<file path="config.mk">
export PLATFORM = sky130hd
export DESIGN_NAME = fg_status_unit
export DESIGN_NICKNAME = d
export VERILOG_FILES = /design/src/rtl/fg_pkg.sv /design/src/rtl/fg_arith.sv /design/src/rtl/fg_eval.sv /design/src/rtl/fg_flag_reg.sv /design/src/rtl/fg_status_unit.sv
export SDC_FILE = /design/constraint.sdc
export NUM_CORES = 1
export LEC_CHECK = 0
export ABC_AREA = 0
export BUFFER_PORTS_ARGS = -buffer_cell sky130_fd_sc_hd__buf_2
export CORE_MARGIN = 5
export CORE_UTILIZATION = 50
export CTS_CLUSTER_SIZE = 14
export DETAILED_ROUTE_END_ITERATION = 10
export PLACE_DENSITY_LB_ADDON = 0.2
export SLEW_MARGIN = 10
export SYNTH_ARGS = -nofsm -noshare
export SYNTH_HDL_FRONTEND = slang
export SYNTH_SLANG_ARGS = --single-unit
</file>
<file path="constraint.sdc">
create_clock -name clk -period 10.68 [get_ports clk]
set_clock_uncertainty 0.1 [all_clocks]
set_input_delay 1.602 -clock clk [delete_from_list [all_inputs] [get_ports clk]]
set_output_delay 1.602 -clock clk [all_outputs]
set_load 0.005 [all_outputs]
</file>
<file path="src/rtl/fg_pkg.sv">
package fg_pkg;

    typedef enum logic [1:0] {
        OP_ADD  = 2'b00,
        OP_SUB  = 2'b01,
        OP_CMP  = 2'b10,
        OP_RSVD = 2'b11
    } fg_op_e;

    localparam int unsigned FLAG_W = 32;
    localparam int unsigned BIT_CF = 0;
    localparam int unsigned BIT_PF = 2;
    localparam int unsigned BIT_AF = 4;
    localparam int unsigned BIT_ZF = 6;
    localparam int unsigned BIT_SF = 7;
    localparam int unsigned BIT_IE = 9;
    localparam int unsigned BIT_DF = 10;
    localparam int unsigned BIT_OF = 11;

    typedef struct packed {
        logic cf;
        logic pf;
        logic af;
        logic zf;
        logic sf;
        logic of;
    } fg_status_t;

endpackage

</file>
<file path="src/rtl/fg_arith.sv">
module fg_arith
    import fg_pkg::*;
#(
    parameter int unsigned WIDTH = 32
) (
    input  logic [WIDTH-1:0] opa,
    input  logic [WIDTH-1:0] opb,
    input  fg_op_e           op,
    output logic [WIDTH-1:0] res,
    output logic             cry,
    output logic             aux,
    output logic             ovf,
    output logic             wb
);
    localparam int unsigned MSB = WIDTH - 1;

    logic             sub_mode;
    logic [WIDTH-1:0] b_term;
    logic [WIDTH:0]   total;

    always_comb begin
        unique case (op)
            OP_ADD:  begin sub_mode = 1'b0; wb = 1'b1; end
            OP_SUB:  begin sub_mode = 1'b1; wb = 1'b1; end
            OP_CMP:  begin sub_mode = 1'b1; wb = 1'b0; end
            OP_RSVD: begin sub_mode = 1'b0; wb = 1'b0; end
        endcase
    end

    always_comb begin
        b_term = sub_mode ? ~opb : opb;
        total  = {1'b0, opa} + {1'b0, b_term} + {{WIDTH{1'b0}}, sub_mode};
        res    = total[MSB:0];
        cry    = total[WIDTH] ^ sub_mode;
        aux    = opa[4] ^ opb[4] ^ res[4];
        if (sub_mode)
            ovf = (opa[MSB] ^ opb[MSB]) & (res[MSB] ^ opa[MSB]);
        else
            ovf = ~(opa[MSB] ^ opb[MSB]) & (res[MSB] ^ opa[MSB]);
    end

endmodule

</file>
<file path="src/rtl/fg_eval.sv">
module fg_eval #(
    parameter int unsigned WIDTH    = 32,
    parameter int unsigned PAR_BITS = 8
) (
    input  logic [WIDTH-1:0] res,
    output logic             par,
    output logic             zero,
    output logic             sign
);
    localparam int unsigned MSB = WIDTH - 1;

    logic [PAR_BITS-1:0] acc;

    genvar gi;
    generate
        for (gi = 0; gi < PAR_BITS; gi++) begin : g_par
            if (gi == 0) begin : g_first
                assign acc[gi] = res[gi];
            end else begin : g_rest
                assign acc[gi] = acc[gi-1] ^ res[gi];
            end
        end
    endgenerate

    assign par  = ~acc[PAR_BITS-1];
    assign zero = (res == '0);
    assign sign = res[MSB];

endmodule

</file>
<file path="src/rtl/fg_flag_reg.sv">
module fg_flag_reg
    import fg_pkg::*;
(
    input  logic              clk,
    input  logic              rst_n,
    input  logic              load,
    input  fg_status_t        st_in,
    input  logic              ie_set,
    input  logic              ie_clr,
    input  logic              dir_set,
    input  logic              dir_clr,
    output logic [FLAG_W-1:0] flags_o
);
    localparam logic [FLAG_W-1:0] STATUS_MASK =
        (FLAG_W'(1) << BIT_CF) | (FLAG_W'(1) << BIT_PF) | (FLAG_W'(1) << BIT_AF) |
        (FLAG_W'(1) << BIT_ZF) | (FLAG_W'(1) << BIT_SF) | (FLAG_W'(1) << BIT_OF);

    fg_status_t st_q;
    logic       ie_q;
    logic       df_q;

    always_ff @(posedge clk or negedge rst_n) begin
        if (!rst_n) begin
            st_q <= '0;
        end else if (load) begin
            st_q <= st_in;
        end
    end

    always_ff @(posedge clk or negedge rst_n) begin
        if (!rst_n) begin
            ie_q <= 1'b0;
            df_q <= 1'b0;
        end else begin
            if (ie_clr)       ie_q <= 1'b0;
            else if (ie_set)  ie_q <= 1'b1;
            if (dir_clr)      df_q <= 1'b0;
            else if (dir_set) df_q <= 1'b1;
        end
    end

    always_comb begin
        flags_o         = '0;
        flags_o[BIT_CF] = st_q.cf;
        flags_o[BIT_PF] = st_q.pf;
        flags_o[BIT_AF] = st_q.af;
        flags_o[BIT_ZF] = st_q.zf;
        flags_o[BIT_SF] = st_q.sf;
        flags_o[BIT_OF] = st_q.of;
        flags_o[BIT_IE] = ie_q;
        flags_o[BIT_DF] = df_q;
    end

    AST_STATUS_HOLD: assert property (@(posedge clk) disable iff (!rst_n)
        !load |=> ((flags_o & STATUS_MASK) == ($past(flags_o) & STATUS_MASK)));

    AST_CTRL_KEEP: assert property (@(posedge clk) disable iff (!rst_n)
        (!ie_set && !ie_clr && !dir_set && !dir_clr) |=>
        (flags_o[BIT_IE] == $past(flags_o[BIT_IE]) && flags_o[BIT_DF] == $past(flags_o[BIT_DF])));

    AST_CLEAR_WINS: assert property (@(posedge clk) disable iff (!rst_n)
        (ie_clr || dir_clr) |=> ((!$past(ie_clr) || !flags_o[BIT_IE]) && (!$past(dir_clr) || !flags_o[BIT_DF])));

endmodule

</file>
<file path="src/rtl/fg_status_unit.sv">
module fg_status_unit
    import fg_pkg::*;
#(
    parameter int unsigned WIDTH = 32
) (
    input  logic              clk,
    input  logic              rst_n,
    input  logic [WIDTH-1:0]  op_a,
    input  logic [WIDTH-1:0]  op_b,
    input  logic [1:0]        op_sel,
    input  logic              wr_en,
    input  logic              ie_set,
    input  logic              ie_clr,
    input  logic              dir_set,
    input  logic              dir_clr,
    output logic [WIDTH-1:0]  result,
    output logic              dest_wr,
    output logic [FLAG_W-1:0] flags
);
    fg_op_e     op_e;
    fg_status_t st_now;
    logic       cry, aux, ovf, par, zero, sign;
    logic       load;

    assign op_e = fg_op_e'(op_sel);
    assign load = wr_en && (op_e != OP_RSVD);

    fg_arith #(.WIDTH(WIDTH)) u_arith (
        .opa (op_a),
        .opb (op_b),
        .op  (op_e),
        .res (result),
        .cry (cry),
        .aux (aux),
        .ovf (ovf),
        .wb  (dest_wr)
    );

    fg_eval #(.WIDTH(WIDTH), .PAR_BITS(8)) u_eval (
        .res  (result),
        .par  (par),
        .zero (zero),
        .sign (sign)
    );

    always_comb begin
        st_now.cf = cry;
        st_now.pf = par;
        st_now.af = aux;
        st_now.zf = zero;
        st_now.sf = sign;
        st_now.of = ovf;
    end

    fg_flag_reg u_flags (
        .clk     (clk),
        .rst_n   (rst_n),
        .load    (load),
        .st_in   (st_now),
        .ie_set  (ie_set),
        .ie_clr  (ie_clr),
        .dir_set (dir_set),
        .dir_clr (dir_clr),
        .flags_o (flags)
    );

    AST_ADD_SUM: assert property (@(posedge clk) disable iff (!rst_n)
        (op_sel == 2'b00) |-> (result == op_a + op_b));

    AST_ZERO_TRACK: assert property (@(posedge clk) disable iff (!rst_n)
        load |=> (flags[BIT_ZF] == ($past(result) == '0)));

    AST_BORROW: assert property (@(posedge clk) disable iff (!rst_n)
        (load && op_sel != 2'b00) |=> (flags[BIT_CF] == ($past(op_a) < $past(op_b))));

    AST_CMP_NO_WB: assert property (@(posedge clk) disable iff (!rst_n)
        (op_sel[1]) |-> !dest_wr);

endmodule

</file>
Word-level counts from Yosys, hierarchy flattened
Index checks and enable logic that the tools add are counted.
{"block": "totals", "regBits": 8, "inputBits": 73, "out_inout_bits": 65, "wordCells": 48}
{"block": "op_classes", "n_addsub": 2, "n_eq_ne": 4, "mux": 8, "bitwise_logic": 17, "n_reduce_logical": 9}
{"cell": "32-bit by 32-bit adder with 33-bit output", "n": 1}
{"cell": "33-bit by 1-bit adder with 33-bit output", "n": 1}
{"cell": "32-bit logical NOT", "n": 1}
{"cell": "32-bit two-way mux", "n": 1}
{"cell": "32-bit NOT", "n": 1}
{"cell": "1-bit bitwise XOR", "n": 12}
{"cell": "2-bit OR reduction", "n": 4}
{"cell": "1-bit two-way mux", "n": 5}
{"cell": "2-bit == test (second input constant)", "n": 2}
{"cell": "1-bit one-hot mux with 2 select lines", "n": 2}
{"cell": "2-bit nonzero test", "n": 2}
{"cell": "1-bit AND", "n": 2}
{"cell": "2-bit by 1-bit == test with 1-bit output (second input constant)", "n": 1}
{"cell": "2-bit logical NOT", "n": 1}
{"cell": "2-bit inequality test (second input constant)", "n": 1}
{"cell": "1-bit NOT", "n": 2}
{"cell": "1-bit logical AND", "n": 1}

Longest topological paths before layout
Gate-level depths: netlist of the first run.
{"block": "logic_depth", "depth_word": 14, "mapped_depth": 17, "depth_no_buf": 15}

By module
A second synthesis of the first run with hierarchy kept.
{"block": "unflattened", "cells_unflattened": 364, "area_unflattened_um2": 2897.8}
{"mod": "fg_arith", "n_inst": 1, "cells_each": 298, "area_per_inst_um2": 2218.4, "seq_area_each_um2": 0.0}
{"mod": "fg_flag_reg", "n_inst": 1, "cells_each": 44, "area_per_inst_um2": 520.5, "seq_area_each_um2": 200.2}
{"mod": "fg_eval", "n_inst": 1, "cells_each": 21, "area_per_inst_um2": 147.6, "seq_area_each_um2": 0.0}
{"mod": "fg_status_unit", "n_inst": 1, "cells_each": 1, "area_per_inst_um2": 11.3, "seq_area_each_um2": 0.0}

Worst setup path after synthesis of the first run
OpenSTA, ideal clock, no wires.
{"block": "synth_path", "kind": "in2out", "startpoint": "in op_sel[0]", "endpoint": "out result[31]", "t_arrival_ns": 4.902, "required_ns": 8.978, "slack_ns": 4.076, "stages": 14, "n_path_buf": 3, "path_cell_list": "inv_1 -> ha_1 -> buf_2 -> buf_1 -> xnor2_1 -> ha_1 -> a21oi_1 -> o21ai_1 -> a211oi_1 -> o2111ai_2 -> a2111o_1 -> a2111o_2 -> o311ai_4 -> buf_4"}
{"block": "synth_via", "elab_chain_len": 6, "word_cells_on_any_way": 10, "classes_between": "2 x add/sub; 3 x eq/ne; 2 x mux; 3 x reduce/logical"}
{"element": "start, declared", "line": "fg_status_unit.sv:10", "text": "input logic [1:0] op_sel,"}
{"element": "2-bit == test (tied with other cells)", "line": "fg_arith.sv:22", "text": "unique case (op)"}
{"element": "2-bit OR reduction (no source line)"}
{"element": "1-bit one-hot mux with 2 select lines (*)", "line": "fg_arith.sv:22"}
{"element": "32-bit two-way mux", "line": "fg_arith.sv:31", "text": "b_term = sub_mode ? ~opb : opb;"}
{"element": "32-bit by 32-bit adder with 33-bit output", "line": "fg_arith.sv:32", "text": "total = {1'b0, opa} + {1'b0, b_term} + {{WIDTH{1'b0}}, sub_mode};"}
{"element": "33-bit by 1-bit adder with 33-bit output (*)", "line": "fg_arith.sv:32"}
{"element": "end, declared", "line": "fg_status_unit.sv:16", "text": "output logic [WIDTH-1:0] result,"}
Mark *: on every way between the ends. The rest lies on a longest branch, timed or not.

Worst setup path after layout of the first run
{"block": "layout_path", "startpoint": "in op_sel[0]", "endpoint": "out result[30]"}
The elaborated chain is that of the path after synthesis.

==> results of run 1 <==
-- through the flow --
step	util (%)	total power [uW]	std cells	setup WS [ns]
final	62.0	520	561	3.49
after global routing	62.0	570	561	3.16
after CTS	62.0	521	561	3.46
after detailed placement	61.2	481	558	3.48
after global placement	61.2	476	558	3.58
after floorplan	-	356	411	4.08
-- flip-flops by register name (all words and copies together), names as in the netlist --
name / flops
u_flags.ie_q: 1
u_flags.flags_o: 6
u_flags.df_q: 1
-- metal layers --
| layer | part of all wire [%] | track usage (%) |
|---|---|---|
| met4 | 0.32 | 2.55 |
| met2 | 48 | 36.0 |
| met5 | 0 | 0 |
| met3 | 7.2 | 2.09 |
| met1 | 44 | 25.3 |
-- power breakdown --
part	internal [uW]	switching (uW)	total (uW)	leakage [uW]
clock network	24.4	11.8	36.2	0.0000216
logic	197	244	441	0.00152
registers	38.4	3.71	42.1	0.0000993
total	260	260	520	0.00164
-- tightest hold or removal path, stage by stage (launching register included) --
cell and delay [ns]:
dfrtp_1 0.33, nand2_1 0.05, o21ai_1 0.06
-- layout by cell type (no fill, tap or decap), types with 3 or more instances in the layout --
cell type,Yosys,layout
nand4b_1,3,3
xor2_1,12,12
nor2_1,23,23
buf_2,2,113
nand2b_1,5,5
o21a_1,7,7
ha_1,36,35
nand2_1,32,32
nor3_1,7,7
and2_1,4,4
o21ai_0,14,14
o21ai_1,6,6
nand4_1,7,7
conb_1,1,24
clkbuf_8,0,3
inv_1,15,15
a21o_1,7,7
nand3_1,6,6
o21bai_1,3,3
dfrtp_1,8,8
a21oi_1,41,41
o211ai_1,3,3
nor4_1,5,5
a41oi_1,3,3
a31o_2,3,3
xnor2_1,55,55
a211oi_1,4,4
-- area by class of cell --
class / count / area, um2 / share of cell area (%)
tap: 72 / 90.1 / 2.61
sequential: 8 / 200 / 5.80
timing repair buffer: 113 / 566 / 16.4
multi-input combinational: 350 / 2500 / 72.4
clock buffer: 3 / 41.3 / 1.20
inverter: 15 / 56.3 / 1.63
-- worst max path at each step --
stage | startpoint | to | slack [ns]
after floorplan | op_sel[0] | result[31] | 4.08
after global placement | op_sel[0] | result[30] | 3.58
after detailed placement | op_sel[0] | result[30] | 3.48
after CTS | op_sel[0] | result[30] | 3.46
after global routing | op_sel[0] | result[30] | 3.16
final | op_sel[0] | result[30] | 3.49
-- cell families after synthesis --
group | Yosys count | share of synthesized area (%)
compound gates | 114 | 26.8
buf+inv | 53 | 10.4
fa+ha+maj | 37 | 16.1
xor+xnor | 67 | 20.1
flops | 8 | 6.87
simple gates | 107 | 19.1
other cells | 1 | 0.129
mux | 1 | 0.386
==> metrics.txt, run 1 <==
status completed; RSZ-0062 raised after global routing no; DP Area ~3400 um2; Cells after Synth 388; vias per cell 5.43; Hold Crit Class reg2reg; final hold viol count 0; register area share after synthesis 6.87%; hold_buf cts 0; initial antenna violation count 0; Crit path depth 16; synth cell count leaders xnor2_1 (55), a21oi_1 (41), ha_1 (36); CP bufs+invs 4; Pins Over Slew Limit 0; Peak VDD IR roughly 0.000092 V; Clock Pin Slew Worst Setup and Hold Paths around 0.04 ns; arrival time at the worst endpoint 5.49 ns; CP cell instances buf_2 > inv_1 > ha_2 > xnor2_1 > inv_1 > fa_1 > nor2b_1 > o2111ai_1 > and3_1 > o211ai_2 > nand2_1 > a2111oi_0 > o21a_1 > nor2_1 > xnor2_1 > buf_2; Max-cap violations 0; clk_lat worst skew 0.23 ns; Post-synth ARST share 100%; ANT nets after route 0; count leader, synth xnor2_1; share of layout cells above drive strength 1 26.8%; Synth Flop Type dfrtp_1; number of global-route vias before repair 2925; number of buffers created by CTS 3; slowest CP cell ha_2; synth warn 0; Port Buffers roughly 110; f_max 139 MHz; Hold Slack 0.379 ns; Area growth, synth to finish 18.5%; Die Area 7450 um2; global-route wire length before repair ~13000 um; period utilisation layout about 67%; Leakage between 0.0015 and 0.002 uW; fin area 3450 um2; PD cells between 150 and 200 nW/um2; Starting Density between 50% and 60%; WP data required 8.98 ns; Netlist cell types 62; R2R setup slack 9.80 ns; vias post-DR ~3000; WHS Path Cells 2; CP top delay family adder cells; nets ~600; Setup-failing EPs final 0; Routed WL 7930 um; Post-CTS Setup Bufs 0; I/O pin count about 140; Post-synth EDFFs 0; Synth Cell Area 2910 um2; first-pass iteration count of the detailed router 4; Final min period 7.19 ns; Worst Path Max Fanout 34; Synth area leaders xnor2_1 (17%), ha_1 (15%), a21oi_1 (7.0%); Hold Crit Endpoint u_flags.flags_o[11]; slew margin rel. 36.7%; Hold Startpoint u_flags.flags_o[11]; Core Region 5570 um2; largest net degree at the start of global routing 35; Worst Setup End Kind output port; path depth of the worst reg2reg path 1; Wirelength per Cell between 10 and 15 um; antenna diode count 0; Worst-Margin Slew 0.950 ns; cell taking the most area after synthesis xnor2_1; clock sink count 8; Rows 27; reg-to-reg critical path startpoint u_flags.flags_o[7]; GRT Total Usage 19.7%; Setup crit start kind input port; clk buf depth 2; CP peak stage delay 0.95 ns; initial drt markers between 100 and 150; FILL cells 542; post-synthesis average cell area between 7 and 8 um2; post-detail-place hpwl 6850 um; H-tree levels 1; number of register bits inferred by synthesis 8; Die Span X ~86 um; Sum Neg Setup Slack 0 ns; CTS tree done; post-cts sizing count 0; reg2reg end u_flags.flags_o[7]; crit path kind in2out; post-synth top area share 16.5%; GPL Wtd Cong ~0.90; number of remaining DRC errors 0; die span in y 86.3 um; gr ovfl total 0; CTS root buffer clkbuf_8
(Power assumes the default switching activity.)
==> run 2, diff against run 1 <==
- CORE_UTILIZATION: 50 -> 44
- clock period: 10.68 -> 6.48 ns (I/O delays scaled with it)
==> run 2 against run 1 <==
Compared with the run above: register-to-register slack lost 4.2 ns; sequential power grew 61%; combinational power up 65%; largest cell class unchanged; highest routed layer unchanged.
==> metrics.txt, run 2 (synthesis gave the netlist of run 1 again) <==
GRT Total Usage 18.5% (-1.2 points); post-cts sizing count 0 (unchanged); CP peak stage delay 0.70 ns (-0.25 ns); Setup crit start kind input port; PD cells 247 nW/um2 (+64%); CP bufs+invs 4 (unchanged); Max-cap violations 0 (unchanged); period utilisation layout 88.2%; I/O pin count 138 (unchanged); Peak VDD IR 0.000247 V (+170%); CTS tree done; Power, Total 856 uW (+65%); largest net degree at the start of global routing 21 (-40%); Hold Crit Class reg2reg; commonest non-fill, non-tap cells in the layout buf_2 (113), xnor2_1 (55), a21oi_1 (41); Area growth, synth to finish 19.0%; CP top delay family adder cells; Setup-failing EPs final 0 (unchanged); Worst Setup End Kind output port; arrival time at the worst endpoint 4.64 ns (-0.85 ns); CP cell instances buf_2 > inv_1 > ha_2 > buf_4 > xnor2_1 > ha_1 > o21a_1 > nor2_1 > o21ai_0 > nor3b_1 > nand2_1 > a2111oi_0 > o21a_1 > nor2_1 > xnor2_1 > buf_2; Worst-Margin Slew 0.571 ns (-0.379 ns); f_max 175 MHz; Pins Over Slew Limit 0 (unchanged); DP Area 3430 um2 (+0.40%); gr ovfl total 0 (unchanged); initial antenna violation count 0 (unchanged); post-route insts no fill 567 (+1.1%); Storage cell area 200 um2 (unchanged); fin area 3470 um2 (+0.40%); Final min period 5.71 ns; status completed; first-pass iteration count of the detailed router 4 (unchanged); clk_lat worst skew 0.22 ns (about the same); Worst Path Max Fanout 20 (-41%); commonest non-fill, non-tap cell in the layout buf_2; slowest CP cell ha_2; Die Span X 91.4 um (+5.8%); clk buf depth 2 (unchanged); number of global-route vias before repair 2912 (-0.44%); share of layout cells above drive strength 1 26.9% (+0.15 points); initial drt markers 121 (-6.9%); R2R setup slack 5.61 ns (-4.19 ns); crit path kind in2out; Rows 29 (+7.4%); CTS root buffer clkbuf_8; Post-CTS Setup Bufs 0 (unchanged); Wirelength per Cell 14.2 um (+0.68%); hold_buf cts 0 (unchanged); Post-Place Cells 564 (+1.1%); die span in y 91.4 um (+5.8%); RSZ-0062 raised after global routing no; ANT nets after route 0 (unchanged); area occupied by multi-input gates 2500 um2 (unchanged); global-route wire length before repair 13400 um (+7.0%); WP data required 5.41 ns (-3.57 ns); post-detail-place hpwl 7110 um (+3.7%); Core Region 6390 um2 (+15%); Sum Neg Setup Slack 0 ns (unchanged); number of buffers created by CTS 3 (unchanged); Hold Slack 0.376 ns (-0.00319 ns); H-tree levels 1 (unchanged); number of flip-flops in the largest register 6 (unchanged); Die Area 8350 um2 (+12%); vias post-DR 3011 (-1.2%); final hold viol count 0 (unchanged); Port Buffers 113 (unchanged); GPL Wtd Cong 0.908 (+0.59%); nets 602 (+0.17%); Leakage 0.00164 uW (+0.29%); antenna diode count 0 (unchanged); clock sink count 8 (unchanged); Starting Density 45.6% (-6.6 points); Clock Pin Slew Worst Setup and Hold Paths 0.04 ns (about the same); Routed WL 8070 um (+1.8%); number of remaining DRC errors 0 (unchanged); slew margin rel. 61.0% (+24 points); vias per cell 5.31 (-2.3%); FILL cells 648 (+20%)
run 2: path summary, 6_finish.rpt:
kind                                    startpoint                   to  cells after the start
worst max-delay path                     op_sel[0]           result[30]                     16
worst min-delay path            u_flags.flags_o[4]   u_flags.flags_o[4]                      2
worst max register to register  u_flags.flags_o[7]   u_flags.flags_o[7]                      1
worst min register to register  u_flags.flags_o[4]   u_flags.flags_o[4]                      2
max in group asynchronous                    rst_n   u_flags.flags_o[2]                      1
min in group asynchronous                    rst_n  u_flags.flags_o[11]                      1
run 2: final cells by class:
type                       instances  area share, %
tap                               77           2.78
inverter                          15           1.62
clock buffer                       3           1.19
timing repair buffer             114           16.5
multi-input combinational        350           72.1
sequential                         8           5.77
run 2: report_power, final:
group          total (uW)  leakage [uW]  switching [uW]  internal, uW
Sequential           67.9     0.0000993            4.76          63.2
Combinational         729       0.00152             403           326
Clock                58.9     0.0000216            18.8          40.2
run 2: per-stage QoR:
step	worst slack (ns)	util, %
floorplan	1.14	-
global placement	0.846	53.6
detailed placement	0.709	53.6
CTS	0.700	54.3
global route	0.298	54.3
finish	0.767	54.3
run 2: routing by layer:
| layer | track usage [%] | vias to the layer above | wire length, um |
|---|---|---|---|
| li1 | - | 1560 | - |
| met1 | 24.8 | 1337 | 3600 |
| met2 | 32.2 | 108 | 3880 |
| met3 | 2.56 | 6 | 527 |
| met4 | 1.96 | 0 | 63 |
| met5 | 0 | - | 0 |
